<file path="src/rtl/extirq_pkg.sv">
package extirq_pkg;
  typedef enum logic [2:0] {
    REG_ENABLE   = 3'd0,
    REG_MODE     = 3'd1,
    REG_POLARITY = 3'd2,
    REG_BOTH     = 3'd3,
    REG_FLAGS    = 3'd4
  } reg_sel_e;
endpackage

</file>
<file path="src/rtl/extirq_sync.sv">
module extirq_sync #(
  parameter int W      = 8,
  parameter int STAGES = 2
) (
  input  logic         clk,
  input  logic         rst,
  input  logic [W-1:0] din,
  output logic [W-1:0] cur,
  output logic [W-1:0] prev
);
  logic [W-1:0] stage [STAGES];

  for (genvar s = 0; s < STAGES; s++) begin : g_stage
    if (s == 0) begin : g_first
      always_ff @(posedge clk) begin
        if (rst) stage[s] <= '0;
        else     stage[s] <= din;
      end
    end else begin : g_next
      always_ff @(posedge clk) begin
        if (rst) stage[s] <= '0;
        else     stage[s] <= stage[s-1];
      end
    end
  end

  always_ff @(posedge clk) begin
    if (rst) prev <= '0;
    else     prev <= stage[STAGES-1];
  end

  assign cur = stage[STAGES-1];
endmodule

</file>
<file path="src/rtl/extirq_trigger.sv">
module extirq_trigger #(
  parameter int W = 8
) (
  input  logic [W-1:0] cur,
  input  logic [W-1:0] prev,
  input  logic [W-1:0] edge_sel,
  input  logic [W-1:0] pol_low,
  input  logic [W-1:0] both,
  output logic [W-1:0] hit
);
  for (genvar g = 0; g < W; g++) begin : g_pin
    always_comb begin
      if (both[g])          hit[g] = cur[g] ^ prev[g];
      else if (edge_sel[g]) hit[g] = pol_low[g] ? (prev[g] & ~cur[g]) : (cur[g] & ~prev[g]);
      else                  hit[g] = pol_low[g] ? ~cur[g] : cur[g];
    end
  end
endmodule

</file>
<file path="src/rtl/extirq_flags.sv">
module extirq_flags #(
  parameter int W     = 8,
  parameter int IDX_W = 3
) (
  input  logic             clk,
  input  logic             rst,
  input  logic [W-1:0]     set_vec,
  input  logic [W-1:0]     sw_clr,
  input  logic             ack_valid,
  input  logic [IDX_W-1:0] ack_idx,
  output logic [W-1:0]     flag
);
  logic [W-1:0] ack_clr;

  always_comb begin
    ack_clr = '0;
    if (ack_valid) ack_clr[ack_idx] = 1'b1;
  end

  always_ff @(posedge clk) begin
    if (rst) flag <= '0;
    else     flag <= (flag & ~(ack_clr | sw_clr)) | set_vec;
  end
endmodule

</file>
<file path="src/rtl/pin_irq_capture.sv">
module pin_irq_capture #(
  parameter int NPINS       = 8,
  parameter int SYNC_STAGES = 2,
  parameter int IDX_W       = $clog2(NPINS)
) (
  input  logic             clk,
  input  logic             rst,
  input  logic [NPINS-1:0] pin_i,
  input  logic             wr_en,
  input  logic [2:0]       wr_addr,
  input  logic [NPINS-1:0] wr_data,
  input  logic [2:0]       rd_addr,
  output logic [NPINS-1:0] rd_data,
  input  logic             ack_valid,
  input  logic [IDX_W-1:0] ack_idx,
  output logic [NPINS-1:0] irq_flag
);
  import extirq_pkg::*;

  logic [NPINS-1:0] en_q, mode_q, pol_q, both_q;
  logic [NPINS-1:0] sync_cur, sync_prev, hit, set_vec, sw_clr;

  always_ff @(posedge clk) begin
    if (rst) begin
      en_q   <= '0;
      mode_q <= '0;
      pol_q  <= '0;
      both_q <= '0;
    end else if (wr_en) begin
      case (wr_addr)
        REG_ENABLE:   en_q   <= wr_data;
        REG_MODE:     mode_q <= wr_data;
        REG_POLARITY: pol_q  <= wr_data;
        REG_BOTH:     both_q <= wr_data;
        default: ;
      endcase
    end
  end

  assign sw_clr  = (wr_en && wr_addr == REG_FLAGS) ? ~wr_data : '0;
  assign set_vec = hit & en_q;

  extirq_sync #(.W(NPINS), .STAGES(SYNC_STAGES)) u_sync (
    .clk(clk), .rst(rst), .din(pin_i), .cur(sync_cur), .prev(sync_prev)
  );

  extirq_trigger #(.W(NPINS)) u_trig (
    .cur(sync_cur), .prev(sync_prev), .edge_sel(mode_q),
    .pol_low(pol_q), .both(both_q), .hit(hit)
  );

  extirq_flags #(.W(NPINS), .IDX_W(IDX_W)) u_flags (
    .clk(clk), .rst(rst), .set_vec(set_vec), .sw_clr(sw_clr),
    .ack_valid(ack_valid), .ack_idx(ack_idx), .flag(irq_flag)
  );

  always_ff @(posedge clk) begin
    if (rst) rd_data <= '0;
    else begin
      case (rd_addr)
        REG_ENABLE:   rd_data <= en_q;
        REG_MODE:     rd_data <= mode_q;
        REG_POLARITY: rd_data <= pol_q;
        REG_BOTH:     rd_data <= both_q;
        REG_FLAGS:    rd_data <= irq_flag;
        default:      rd_data <= '0;
      endcase
    end
  end
endmodule

</file>
<file path="config.mk">
export PLATFORM = sky130hd
export DESIGN_NAME = pin_irq_capture
export DESIGN_NICKNAME = d
export VERILOG_FILES = /design/src/rtl/extirq_pkg.sv /design/src/rtl/extirq_sync.sv /design/src/rtl/extirq_trigger.sv /design/src/rtl/extirq_flags.sv /design/src/rtl/pin_irq_capture.sv
export SDC_FILE = /design/constraint.sdc
export NUM_CORES = 1
export LEC_CHECK = 0
export BUFFER_PORTS_ARGS = -buffer_cell sky130_fd_sc_hd__buf_2
export CORE_MARGIN = 3
export CORE_UTILIZATION = 57
export DETAILED_ROUTE_END_ITERATION = 12
export GPL_ROUTABILITY_DRIVEN = 0
export HOLD_SLACK_MARGIN = 0.12
export PLACE_DENSITY = 0.79
export SLEW_MARGIN = 30
export SYNTH_ARGS = -nofsm -noshare
export SYNTH_HDL_FRONTEND = slang
export SYNTH_SLANG_ARGS = --single-unit
</file>
<file path="constraint.sdc">
create_clock -name clk -period 1.78 [get_ports clk]
set_clock_uncertainty 0.1 [all_clocks]
set_input_delay 0.267 -clock clk [delete_from_list [all_inputs] [get_ports clk]]
set_output_delay 0.267 -clock clk [all_outputs]
set_load 0.1 [all_outputs]
</file>
==> results of run 1 <==
==> cell type report <==
| type | instances | area, um2 |
|---|---|---|
| flip-flops and latches | 72 | 1440 |
| fillers | 428 | 1330 |
| inverters | 25 | 93.8 |
| multi-input cells | 264 | 1610 |
| repair buffers | 77 | 508 |
| well taps | 70 | 87.6 |
| clock buffers | 11 | 141 |
| clock inverters | 5 | 56.3 |
==> synthesized netlist by cell type (all sizes together) (3+ instances only) <==
cell | number | area [um2]
dfxtp | 72 | 1440
nand2 | 77 | 289
inv | 25 | 93.8
nor2b | 21 | 131
a21oi | 49 | 245
nand2b | 4 | 25.0
a22oi | 8 | 60.1
ha | 16 | 200
clkbuf | 6 | 22.5
a2111oi | 11 | 96.3
buf | 7 | 42.5
o2111ai | 7 | 61.3
nand3 | 7 | 47.6
and3b | 5 | 43.8
nor2 | 24 | 92.6
o31ai | 3 | 22.5
o22ai | 3 | 18.8
mux2i | 10 | 100
==> registers in the layout, summed over array words and instances (netlist names) <==
| name | cells |
|---|---|
| mode_q | 8 |
| u_sync.prev | 8 |
| u_sync.stage | 16 |
| rd_data | 8 |
| u_flags.flag | 8 |
| pol_q | 8 |
| en_q | 8 |
| both_q | 8 |
==> layout by cell type, fill, tap and decap left out, drive strengths merged, types with 3 or more instances in the layout <==
cell,count
ha,16
a2111oi,11
nand3,7
mux2i,10
a21oi,49
dfxtp,72
nor2,24
a22oi,8
o22ai,3
nand2b,4
clkinv,3
clkbuf,11
inv,25
nand2,77
buf,61
o2111ai,7
o31ai,3
nor2b,21
dlygate4sd3,16
and3b,5
==> worst paths after layout <==
| path | from | end | slack (ns) | cells after the start |
|---|---|---|---|---|
| max | u_flags.flag[2] | irq_flag[2] | 0.23 | 1 |
| min | rd_addr[2] | rd_data[1] | 0.19 | 4 |
| max reg2reg | u_sync.stage[1][1] | u_flags.flag[1] | 0.30 | 5 |
| min reg2reg | u_sync.stage[0][5] | u_sync.stage[1][5] | 0.34 | 1 |
==> metrics by stage <==
| step | total power (uW) | utilization, % | std cells |
|---|---|---|---|
| final | 3290 | 74.7 | 524 |
| after global routing | 3400 | 74.7 | 524 |
| after CTS | 3290 | 74.7 | 524 |
| after global placement | 1970 | 67.9 | 492 |
| after floorplan | 1860 | - | 374 |
| after detailed placement | 1980 | 67.9 | 492 |
==> per-layer routing <==
layer | vias up | wire length, um | GRT usage (%)
met5 | - | 0 | 0
met4 | 0 | 214 | 14.5
met3 | 29 | 685 | 6.10
met2 | 137 | 3890 | 43.3
met1 | 1416 | 3540 | 33.9
li1 | 1446 | - | -
==> cell families after synthesis <==
logic type	after synthesis	synth area share (%)
buffers and inverters	38	4.95
multiplexers	11	3.82
flip-flops	72	44.9
AND/OR/NAND/NOR	149	22.6
AO/OA/AOI/OAI	88	17.5
adder cells (fa/ha/maj)	16	6.24
==> power groups by stage <==
| stage | Combinational, uW | Clock [uW] | Sequential (uW) |
|---|---|---|---|
| after floorplan | 140 | 0 | 1720 |
| after global placement | 262 | 0 | 1710 |
| after detailed placement | 270 | 0 | 1710 |
| after CTS | 299 | 1320 | 1680 |
| after global routing | 330 | 1390 | 1680 |
| final | 303 | 1310 | 1680 |
==> metrics.md, run 1 <==
| Metric | Value |
|---|---|
| Status | completed |
| Cts bufs inserted | 9 |
| Flip-flop and latch count after synthesis | 72 |
| Nets | 494 |
| Die width | 81.0 um |
| First-pass GRT wire length | 13,300 um |
| Synth cell types | 37 |
| Sw Share | 25.4% |
| Setup WS pre-CTS | 0.189 ns |
| FP Rows | 26 |
| Post-route minimum period | 1.55 ns |
| Die height | 81.0 um |
| Sequential share of the synthesized area | 44.9% |
| Synth Flop Type | dfxtp_1 |
| Required time of the critical path | 1.41 ns |
| Clock slew seen by the registers of the worst setup and hold paths | 0.08 ns |
| Vias in the first global route | 2,891 |
| Combinational Power Share | 9.2% |
| Initial antenna violation count | 0 |
| CP max stage delay | 0.45 ns |
| Post-CTS Setup Bufs | 0 |
| Asr flop ratio synth | 0% |
| Core footprint | 5270 um2 |
| CTS tree | built |
| CTS Buffer Depth | 2 |
| Worst setup EP type | output pin |
| Via count | 3,028 |
| PortBufs | 44 |
| DRT iter0 DRCs | 278 |
| Via/cell ratio | 5.78 |
| Internal Power | 2460 uW |
| Delay-heaviest family, CP | buffers and inverters |
| Crit Path Class | flop to output pin |
| Max_cap viols | 0 |
| Sequential power share | 50.9% |
| Worst-Margin Slew | 0.589 ns |
| Final slew viol count | 0 |
| CP max stage cell | buf_2 |
| Final setup fails | 0 |
| Routed WL per cell | 15.9 um |
| Worst VDD drop | 556 uV |
| Setup TNS | 0 ns |
| GRT Overall Usage | 27.1% |
| Leak | 0.00153 uW |
| DRC | 0 |
| Pwr dens | 837 nW/um2 |
| Slew margin rel. | 60.7% |
| Clk Tree Root Cell | clkbuf_8 |
| Switching pwr | 837 uW |
| 1st-pass router iterations | 5 |
| Final HPWL from detailed placement | 5570 um |
| Final hold violations | 0 |
| Initial core utilization | 60.9% |
| RSZ-0062 raised after global routing | false |
| Num Clock Sinks | 72 |
| Arr. time, crit path | 1.18 ns |
| Area grow syn2layout | 22.7% |
| CP max FO | 3 |
| WL final | 8330 um |
| Synth Net Count | 419 |
| Ys Warns | 0 |
| Htree depth | 3 |
| Layout cells sized above 1 | 18.7% |
| CTS resizes | 0 |
| EDFF count, synth | 0 |
| Min Hold Slack | 0.188 ns |
| Tcrit/Tclk final | 87.1% |
| Die ar. | 6560 um2 |
| Synthesized instance count | 374 |
| Syn avg cell area | 8.58 um2 |
| Max Clk Rate | 0.645 GHz |
| CP cell instances | buf_2 |
| Grt total ovfl | 0 |
| Clk_lat worst skew | 0.36 ns |
| Design area | 3940 um2 |
| Pin count of the biggest net entering global routing | 58 |
| I/O Pins | 45 |
| Placed inst area | 3580 um2 |
| Buf/Inv on CP | 1 |
| Startpoint types | flop |
| Ant diodes | 0 |
| Hold buffer count at cts | 16 |
| Worst hold path type | primary input to flop |
| Final Worst Setup Slack | 0.230 ns |
| Clk network pwr share | 39.9% |
| Post-Syn Area | 3210 um2 |
| ANT nets after route | 0 |
Note: power is estimated with default switching activity, not from simulation.
==> inputs of run 2 (changes only) <==
--- a/config.mk
+++ b/config.mk
@@ -7,11 +7,11 @@
 export LEC_CHECK = 0
 export BUFFER_PORTS_ARGS = -buffer_cell sky130_fd_sc_hd__buf_2
 export CORE_MARGIN = 3
-export CORE_UTILIZATION = 57
+export CORE_UTILIZATION = 55
 export DETAILED_ROUTE_END_ITERATION = 12
 export GPL_ROUTABILITY_DRIVEN = 0
 export HOLD_SLACK_MARGIN = 0.12
-export PLACE_DENSITY = 0.79
+export PLACE_DENSITY = 0.77
 export SLEW_MARGIN = 30
 export SYNTH_ARGS = -nofsm -noshare
 export SYNTH_HDL_FRONTEND = slang
==> metrics.md, run 2 (synthesized netlist as in run 1, its figures left out) <==
| Metric | Value |
|---|---|
| Non-filler cells, final | 523 (was 524) |
| CTS tree | built (unchanged) |
| Clk network pwr share | 36.8% (was 39.9%) |
| Worst VDD drop | 491 uV (was 556 uV) |
| Max Clk Rate | 0.648 GHz (was 0.645 GHz) |
| Post-route minimum period | 1.54 ns (was 1.55 ns) |
| Internal Power | 2340 uW (was 2460 uW) |
| CP max stage cell | dfxtp_1 (was buf_2) |
| Required time of the critical path | 1.92 ns (was 1.41 ns) |
| Final HPWL from detailed placement | 5560 um (was 5570 um) |
| CP cell instances | inv_1, ha_1, a2111oi_0, a2111oi_0, a31o_1 (was buf_2) |
| Post-CTS Setup Bufs | 0 (unchanged) |
| Setup slack, reg-to-reg | 0.24 ns (was 0.30 ns) |
| Pwr dens | 802 nW/um2 (was 837 nW/um2) |
| Worst-Margin Slew | 0.592 ns (was 0.589 ns) |
| Largest Register | u_sync.stage (unchanged) |
| Worst hold path type | primary input to flop (unchanged) |
| Placed cell count | 492 (unchanged) |
| Tcrit/Tclk final | 86.7% (was 87.1%) |
| Core footprint | 5570 um2 (was 5270 um2) |
| Arr. time, crit path | 1.69 ns (was 1.18 ns) |
| GRT Overall Usage | 25.5% (was 27.1%) |
| DRT iter0 DRCs | 318 (was 278) |
| Most frequent CP cell | a2111oi_0 |
| Num Clock Sinks | 72 (unchanged) |
| Largest register FFs | 16 (unchanged) |
| Via count | 2,983 (was 3,028) |
| Sw Share | 25.1% (was 25.4%) |
| Die width | 82.4 um (was 81.0 um) |
| Setup WS pre-CTS | 0.166 ns (was 0.189 ns) |
| PortBufs | 44 (unchanged) |
| Grt total ovfl | 0 (unchanged) |
| Initial core utilization | 57.6% (was 60.9%) |
| RSZ-0062 raised after global routing | false (unchanged) |
| Routed met3 length | 785 um (was 685 um) |
| Final hold violations | 0 (unchanged) |
| Cts bufs inserted | 9 (unchanged) |
| FP Rows | 27 (was 26) |
| Sequential power share | 53.6% (was 50.9%) |
| ANT nets after route | 0 (unchanged) |
| Most common cell after layout, fill and taps aside | nand2_1 (unchanged) |
| CTS resizes | 0 (unchanged) |
| Nets | 492 (was 494) |
| Crit Path Class | flop to flop (was flop to output pin) |
| CTS Buffer Depth | 2 (unchanged) |
| Via/cell ratio | 5.70 (was 5.78) |
| Initial antenna violation count | 0 (unchanged) |
| Commonest non-fill, non-tap cells in the layout | nand2_1, dfxtp_1, a21oi_1 (unchanged) |
| Die ar. | 6790 um2 (was 6560 um2) |
| First-pass GRT wire length | 12,700 um (was 13,300 um) |
| CP max FO | 4 (was 3) |
| M1 WL | 3400 um (was 3540 um) |
| Clock slew seen by the registers of the worst setup and hold paths | 0.07 ns (was 0.08 ns) |
| Routed WL per cell | 15.5 um (was 15.9 um) |
| Layout cells sized above 1 | 18.2% (was 18.7%) |
| Startpoint types | flop (unchanged) |
| Vias in the first global route | 2,737 (was 2,891) |
| Clk_lat worst skew | 0.34 ns (was 0.36 ns) |
| CP max stage delay | 0.39 ns (was 0.45 ns) |
| Setup TNS | 0 ns (unchanged) |
| DRC | 0 (unchanged) |
| Leak | 0.00151 uW (was 0.00153 uW) |
| Pin count of the biggest net entering global routing | 58 (unchanged) |
| Worst setup EP type | flop (was output pin) |
| Htree depth | 3 (unchanged) |
| Switching pwr | 785 uW (was 837 uW) |
| DR top layer | met4 (unchanged) |
| Combinational Power Share | 9.6% (was 9.2%) |
| Clk Tree Root Cell | clkbuf_8 (unchanged) |
| WL final | 8100 um (was 8330 um) |
| DR WL met2 | 3690 um (was 3890 um) |
| Die height | 82.4 um (was 81.0 um) |
| Area grow syn2layout | 21.5% (was 22.7%) |
| 1st-pass router iterations | 5 (unchanged) |
| Final slew viol count | 0 (unchanged) |
| Slew margin rel. | 60.5% (was 60.7%) |
| Status | completed (unchanged) |
| Final Worst Setup Slack | 0.237 ns (was 0.230 ns) |
| Max_cap viols | 0 (unchanged) |
| I/O Pins | 45 (unchanged) |
| Ant diodes | 0 (unchanged) |
| Final setup fails | 0 (unchanged) |
| Tot Pwr | 3130 uW (was 3290 uW) |
| Final core occ | 69.9% (was 74.7%) |
[run 2: cell count changes in the layout (fill, tap and decap cells not counted), sizes merged]
cell	before	now
buf	61	59
bufinv	1	0
clkbuf	11	12
clkinv	3	2
[run 2: worst paths after layout]
check                           cells past startpoint               start                  to
worst max-delay path                                5  u_sync.stage[1][1]     u_flags.flag[1]
worst min-delay path                                4          rd_addr[2]          rd_data[1]
worst max register to register                      5  u_sync.stage[1][1]     u_flags.flag[1]
worst min register to register                      1  u_sync.stage[0][4]  u_sync.stage[1][4]
[run 2: cell type report]
type                    instances  area (um2)
clock buffers                  12         155
clock inverters                 3        17.5
fillers                       460        1680
inverters                      25        93.8
multi-input cells             264        1610
flip-flops and latches         72        1440
well taps                      72        90.1
repair buffers                 75         493
[run 2: worst max-delay path, delay by kind of cell (launching register included)]
family                   cells  cell delay [ns]
buffers and inverters        1             0.08
AO/OA/AOI/OAI                3             0.69
adder cells (fa/ha/maj)      1             0.19
flip-flops                   1             0.39
[run 2: stage by stage]
step                area [um2]  hold slack [ns]
floorplan                 3210            0.295
global placement          3570            0.316
detailed placement        3570            0.326
CTS                       3900            0.200
global route              3900            0.239
finish                    3900            0.204
[run 2: per-layer routing]
| metal | vias up | track usage (%) |
|---|---|---|
| li1 | 1438 | - |
| met4 | 0 | 13.8 |
| met2 | 155 | 40.8 |
| met1 | 1368 | 32.6 |
| met5 | - | 0 |
| met3 | 22 | 4.34 |
[run 2: repair_timing]
action,in CTS,in global routing
setup endpoints to repair,0,0
hold buffers,16,0
endpoints found under the hold margin,39,0
[run 2: power groups by stage]
stage | Combinational, uW | Sequential (uW) | Clock [uW]
after floorplan | 140 | 1720 | 0
after global placement | 261 | 1710 | 0
after detailed placement | 267 | 1710 | 0
after CTS | 296 | 1680 | 1170
after global routing | 329 | 1680 | 1240
final | 299 | 1680 | 1150
==> inputs of run 3 (changes only) <==
--- a/config.mk
+++ b/config.mk
@@ -7,11 +7,12 @@
 export LEC_CHECK = 0
 export BUFFER_PORTS_ARGS = -buffer_cell sky130_fd_sc_hd__buf_2
 export CORE_MARGIN = 3
-export CORE_UTILIZATION = 55
+export CORE_UTILIZATION = 45
 export DETAILED_ROUTE_END_ITERATION = 12
 export GPL_ROUTABILITY_DRIVEN = 0
 export HOLD_SLACK_MARGIN = 0.12
-export PLACE_DENSITY = 0.77
+export PLACE_DENSITY = 0.65
+export SETUP_SLACK_MARGIN = 0.1
 export SLEW_MARGIN = 30
 export SYNTH_ARGS = -nofsm -noshare
 export SYNTH_HDL_FRONTEND = slang
==> metrics.md, run 3 (synthesized netlist as in run 1, its figures left out) <==
| Metric | Value |
|---|---|
| Status | completed (unchanged) |
| Nets | 494 (was 492) |
| Num Clock Sinks | 72 (unchanged) |
| Area grow syn2layout | 24.3% (was 21.5%) |
| Via/cell ratio | 5.20 (was 5.70) |
| Routed WL per cell | 14.7 um (was 15.5 um) |
| CP max stage delay | 0.45 ns (was 0.39 ns) |
| Worst Setup EP | irq_flag[3] (was u_flags.flag[1]) |
| Setup slack, reg-to-reg | 0.28 ns (was 0.24 ns) |
| Reg2reg end | u_flags.flag[1] (unchanged) |
| GRT Overall Usage | 20.6% (was 25.5%) |
| Arr. time, crit path | 1.17 ns (was 1.69 ns) |
| Clock slew seen by the registers of the worst setup and hold paths | 0.08 ns (was 0.07 ns) |
| Clk Tree Root Cell | clkbuf_8 (unchanged) |
| Required time of the critical path | 1.41 ns (was 1.92 ns) |
| Final hold violations | 0 (unchanged) |
| Largest Register | u_sync.stage (unchanged) |
| CP max FO | 3 (was 4) |
| Grt total ovfl | 0 (unchanged) |
| Die height | 90.4 um (was 82.4 um) |
| Crit Path Class | flop to output pin (was flop to flop) |
| CTS tree | built (unchanged) |
| Die width | 90.4 um (was 82.4 um) |
| WP depth | 1 (was 5) |
| Worst-Margin Slew | 0.593 ns (was 0.592 ns) |
| DRT iter0 DRCs | 191 (was 318) |
| Tcrit/Tclk final | 86.5% (was 86.7%) |
| Pin count of the biggest net entering global routing | 58 (unchanged) |
| DRC | 0 (unchanged) |
| CP max stage cell | buf_2 (was dfxtp_1) |
| Min Hold Slack | 0.192 ns (was 0.204 ns) |
| Startpoint types | flop (unchanged) |
| Layout cells sized above 1 | 18.9% (was 18.2%) |
| Vias in the first global route | 2,684 (was 2,737) |
| Commonest non-fill, non-tap cells in the layout | nand2_1, dfxtp_1, a21oi_1 (unchanged) |
| Setup TNS | 0 ns (unchanged) |
| Core footprint | 6870 um2 (was 5570 um2) |
| Buf/Inv on CP | 1 (unchanged) |
| WL final | 8100 um (about the same) |
| Post-CTS Setup Bufs | 0 (unchanged) |
| Worst setup EP type | output pin (was flop) |
| I/O Pins | 45 (unchanged) |
| Pwr dens | 841 nW/um2 (was 802 nW/um2) |
| Final slew viol count | 0 (unchanged) |
| Slew margin rel. | 60.5% (about the same) |
| Clk_lat worst skew | 0.35 ns (was 0.34 ns) |
| CTS resizes | 0 (unchanged) |
| Via count | 2,860 (was 2,983) |
| Final setup fails | 0 (unchanged) |
| Initial core utilization | 46.7% (was 57.6%) |
| FP Rows | 30 (was 27) |
| Htree depth | 3 (unchanged) |
| PortBufs | 44 (unchanged) |
| Max_cap viols | 0 (unchanged) |
| Setup WS pre-CTS | 0.209 ns (was 0.166 ns) |
| Number of fill cells | 637 (was 460) |
| Final Worst Setup Slack | 0.241 ns (was 0.237 ns) |
| Worst reg2reg path depth | 5 (unchanged) |
| Worst VDD drop | 489 uV (was 491 uV) |
| Initial antenna violation count | 0 (unchanged) |
| Max Clk Rate | 0.650 GHz (was 0.648 GHz) |
| 1st-pass router iterations | 4 (was 5) |
| Die ar. | 8180 um2 (was 6790 um2) |
| Worst hold path type | primary input to flop (unchanged) |
| Cts bufs inserted | 9 (unchanged) |
| Post-route minimum period | 1.54 ns (about the same) |
| Ant diodes | 0 (unchanged) |
| CP cell instances | buf_2 (was inv_1, ha_1, a2111oi_0, a2111oi_0, a31o_1) |
| RSZ-0062 raised after global routing | false (unchanged) |
| Placed inst area | 3610 um2 (was 3570 um2) |
| Delay-heaviest family, CP | buffers and inverters (was compound AO/OA/AOI/OAI gates) |
| Design area | 3990 um2 (was 3900 um2) |
| Final HPWL from detailed placement | 5570 um (was 5560 um) |
| Most common cell after layout, fill and taps aside | nand2_1 (unchanged) |
| First-pass GRT wire length | 13,300 um (was 12,700 um) |
| Critical path startpoint | u_flags.flag[3] (was u_sync.stage[1][1]) |
| ANT nets after route | 0 (unchanged) |
| Reg-to-Reg Start | u_sync.stage[1][1] (unchanged) |
| Leak | 0.00154 uW (was 0.00151 uW) |
| CTS Buffer Depth | 2 (unchanged) |
| Largest register FFs | 16 (unchanged) |
## run 3: cell count changes in the layout (fill, tap and decap cells not counted), sizes merged
cell and change:
bufinv +1, buf +2
## run 3: layer usage
metal | track usage, % | part of all wire (%) | vias to the layer above
met4 | 9.57 | 1.7 | 0
met1 | 27.5 | 45 | 1316
met3 | 3.92 | 7.4 | 12
met2 | 32.2 | 46 | 87
met5 | 0 | 0 | -
li1 | - | - | 1445
## run 3: where the power goes
group / internal (uW) / leakage [uW] / total (uW) / switching, uW
clock: 762 / 0.000109 / 1380 / 616
combinational: 124 / 0.000846 / 301 / 177
sequential: 1650 / 0.000585 / 1680 / 26.7
total: 2530 / 0.00154 / 3350 / 820
## run 3: worst min-delay path by stage
stage / endpoint / depth (start not counted) / slack [ns] / start
5_1_grt: rd_data[1] / 4 / 0.23 / rd_addr[2]
3_3_place_gp: u_sync.stage[1][3] / 1 / 0.32 / u_sync.stage[0][3]
4_1_cts: rd_data[1] / 4 / 0.18 / rd_addr[2]
2_1_floorplan: u_sync.stage[0][0] / 1 / 0.30 / pin_i[0]
6_report: rd_data[1] / 4 / 0.19 / rd_addr[2]
3_5_place_dp: u_sync.stage[1][4] / 1 / 0.33 / u_sync.stage[0][4]
## run 3: area by class of cell
cell class	count	area, um2	share of cell area (%)
Clock buffer	12	165	4.14
Clock inverter	4	51.3	1.29
Inverter	25	93.8	2.35
Multi-Input combinational cell	264	1610	40.3
Sequential cell	72	1440	36.1
Tap cell	96	120	3.01
Timing Repair Buffer	77	508	12.7
## run 3: per-stage QoR
| stage | std cells | total power [uW] | util (%) |
|---|---|---|---|
| floorplan | 374 | 1860 | - |
| global placement | 518 | 1980 | 52.6 |
| detailed placement | 518 | 1990 | 52.6 |
| CTS | 550 | 3370 | 58.1 |
| global route | 550 | 3490 | 58.1 |
| finish | 550 | 3350 | 58.1 |
## run 3: timing repair
action	4_1_cts	5_1_grt
endpoints found under the hold margin	40	0
hold buffers	16	0
setup endpoints to repair	0	0
